===== src/rtl/fixcarry_bound_adder.sv =====
module fixcarry_bound_adder #(
  parameter int W     = 16,
  parameter int H     = 6,
  parameter bit OVER  = 1'b0,
  parameter bit EXACT = 1'b0
) (
  input  logic [W-1:0] a_i,
  input  logic [W-1:0] b_i,
  output logic [W:0]   sum_o
);
  localparam int HW = W - H;
  localparam logic [W:0] SPAN = {{W{1'b0}}, 1'b1} << H;

  logic [H:0]   lo_sum;
  logic         lo_cy;
  logic         hi_cin;
  logic [HW:0]  hi_sum;
  logic [H-1:0] lo_out;

  assign lo_sum = {1'b0, a_i[H-1:0]} + {1'b0, b_i[H-1:0]};
  assign lo_cy  = lo_sum[H];
  assign hi_cin = EXACT ? lo_cy : OVER;
  assign hi_sum = {1'b0, a_i[W-1:H]} + {1'b0, b_i[W-1:H]} + {{HW{1'b0}}, hi_cin};

  generate
    if (EXACT) begin : g_exact
      assign lo_out = lo_sum[H-1:0];
    end else if (OVER) begin : g_over
      assign lo_out = lo_sum[H-1:0] & {H{lo_cy}};
    end else begin : g_under
      assign lo_out = lo_sum[H-1:0] | {H{lo_cy}};
    end
  endgenerate

  assign sum_o = {hi_sum, lo_out};

  logic [W:0] chk_full;
  assign chk_full = {1'b0, a_i} + {1'b0, b_i};

  always_comb begin
    if (EXACT)
      p_exact_r1: assert (sum_o == chk_full);
    if (!EXACT && !OVER) begin
      if (!lo_cy)
        p_no_loss_r3: assert (sum_o == chk_full);
      p_under_bound_r4: assert (sum_o <= chk_full && (chk_full - sum_o) < SPAN);
    end
    if (!EXACT && OVER) begin
      if (lo_cy)
        p_no_gain_r5: assert (sum_o == chk_full);
      p_over_bound_r6: assert (sum_o >= chk_full && (sum_o - chk_full) <= SPAN);
    end
  end
endmodule


===== config.mk =====
export PLATFORM = sky130hd
export DESIGN_NAME = fixcarry_bound_adder
export DESIGN_NICKNAME = d
export VERILOG_FILES = /design/src/rtl/fixcarry_bound_adder.sv
export SDC_FILE = /design/constraint.sdc
export NUM_CORES = 1
export LEC_CHECK = 0
export BUFFER_PORTS_ARGS = -buffer_cell sky130_fd_sc_hd__buf_4
export CORE_MARGIN = 4
export CORE_UTILIZATION = 39
export DETAILED_ROUTE_END_ITERATION = 8
export PLACE_DENSITY_LB_ADDON = 0.15
export SKIP_LAST_GASP = 1
export SLEW_MARGIN = 20
export SYNTH_ARGS = -nofsm -noshare
export SYNTH_HDL_FRONTEND = slang
export SYNTH_SLANG_ARGS = --single-unit

===== constraint.sdc =====
create_clock -name vclk -period 1.55
set_input_delay 0.155 -clock vclk [all_inputs]
set_output_delay 0.155 -clock vclk [all_outputs]
set_load 0.005 [all_outputs]

==> impl_metrics.toml <==
[critical_path]
path_delay_family = "compound AO/OA/AOI/OAI gates"
slowest_delay_ps = 250
path_max_fanout = 2
path_cells = "buf_6 > ha_4 > inv_2 > fa_2 > nor2b_1 > o21a_1 > a31o_1 > o41ai_2 > xnor2_1 > buf_4"
required_ps = 1390
path_buf_inv = 3
crit_arrival_ps = 1700
cp-start-kind = "primary input"
end_kind = "primary output"
worstSetupPathType = "in2out"
cp_slowest_cell = "o41ai_2"

[status]
status = "finished, violations left"
failed_checks = "setup timing"

[routing]
vias_per_cell = 6.31
postRouteAntennaNets = 0
drc = 0
drtIter0Drc = 48
drt_pre_antenna_iters = 4
wire_per_inst_microns = 23.0
vias = 1105
drt_wl_total_microns = 4030

[placement]
dp_slack_ps = -343
place_congestion = 0.767
io_buffers = 49
dpl.hpwl_microns = 1750
placed_area_sq_mm = 0.00120

[cells_and_area]
area_growth_pct = 122
regArea_sq_um = 0
final_net_count = 211
fillCellCount = 34
fin_area_sq_mm = 0.00149
drive_gt1_share_pct = 64.8
multi_input_area_sq_um = 842
num_antenna_cells = 0
nFlopsAndLatches = 0
clkbuf_count = 0

[power_and_ir_drop]
power.leakage_nw = 0.742
power_per_cell_area_mw_per_mm2 = 483
peakVddDrop_mv = 0.333

[synth]
synth_cells = 87
synthTopCellsByCount = "ha_1, inv_1, a21oi_1, nand2_1, xnor2_1"
synth_seq_area_share_pct = 0
synthMostInstantiatedCell = "ha_1"
synth_top_area_share_pct = 29.9
yosysWarningCount = 0
syn_avg_cell_area_sq_um = 7.69
synth_nets = 137
syn_area_sq_um = 669
synth_area_leader_cell = "ha_1"
yosysUniqueCellTypes = 24
synth.area.top_cells = "ha_1, xnor2_1, fa_1"

[timing]
setup_viol = 14
worst_pin_slew_ps = 289
holdWs_ps = 614
fin_crit_sh_pct = 120
slew_headroom_pct = 80.6
fin_crit_ps = 1860
setup_ws_ps = -310
rsz0062_at_grt = "yes"
fmax_ghz = 0.538
hold_viol_final = 0
final_max_slew_viol_count = 0

[global_routing]
grt_max_degree = 7
grt_pass1_vias = 959
grt_pass1_wl_microns = 3930
antenna_found_initial = 0
grtUsageTotal_pct = 19.5
grt_overflow = 0

[die]
core_sq_mm = 0.00156
io_pins = 49
rows = 14
initial_core_util_pct = 42.9
die_x_microns = 49.4
dieHeight_microns = 49.4
die_area_sq_mm = 0.00244

[run]
maxCapViolCount = 0

[worst_hold_path]
worst_hold_path_type = "in2out"

[clock_network]
postCtsHoldBufs = 0
[metal layers]
layer / routed length, microns / vias up / global-route usage (%) / share of wire (%)
met2: 2030 / 108 / 41.5 / 50
met3: 327 / 38 / 3.06 / 8.1
li1: - / 459 / - / -
met1: 1330 / 500 / 19.7 / 33
met5: 0 / - / 0 / 0
met4: 334 / 0 / 2.30 / 8.3
[layout by cell type, fill, tap and decap left out, types with 2 or more instances in the layout]
cell type / count
buf_4: 58
buf_6: 14
ha_4: 10
inv_1: 6
ha_1: 6
nand2_1: 5
a21o_1: 5
a21oi_1: 5
xnor2_1: 5
and3_1: 3
nand2b_1: 3
xor2_1: 3
inv_2: 2
nor2b_1: 2
o21a_1: 2
nor2_2: 2
o21ai_1: 2
and3_4: 2
o21ai_0: 2
a21oi_2: 2
xnor2_2: 2
nand2_2: 2
nor2_1: 2
fa_2: 2
[worst paths after layout]
check	start	endpoint	slack, ps	cells after the start
setup / recovery	a_i[6]	sum_o[14]	-310	10
hold / removal	b_i[6]	sum_o[6]	610	3
[where the power goes]
| group | switching, W | internal, W | total [W] | leakage (nW) |
|---|---|---|---|---|
| Combinational | 0.000314 | 0.000404 | 0.000718 | 0.742 |
| Sequential | 0 | 0 | 0 | 0 |
| Clock | 0 | 0 | 0 | 0 |
[what timing repair did]
action / in CTS / in global routing
gates resized for setup: 26 / 17
setup buffers: 3 / 8
setup endpoints to repair: 13 / 13
pin swaps: 18 / 22
[area by class of cell]
cell class,instances,share of cell area (%)
inverters,8,2.02
multi-input cells,79,56.7
well taps,16,1.35
repair buffers,72,39.9
[cell families (layout without fill, tap and decap cells)]
group | after synthesis | count (layout) | synth area share (%)
xor+xnor | 10 | 10 | 13.1
compound gates | 26 | 26 | 27.3
simple gates | 25 | 25 | 19.3
fa+ha+maj | 18 | 18 | 35.9
buf+inv | 8 | 80 | 4.49
[through the flow]
stage	cells	TNS (ps)	power (W)	utilization (%)
final	175	-2880	0.000718	95.3
after global routing	175	-3800	0.000751	95.3
after CTS	168	-1230	0.000575	86.5
after detailed placement	166	-2690	0.000520	77.1
after global placement	166	-2230	0.000503	77.1
after floorplan	87	-12.1	0.000243	-
No activity file was read; power rests on OpenSTA's default activity.
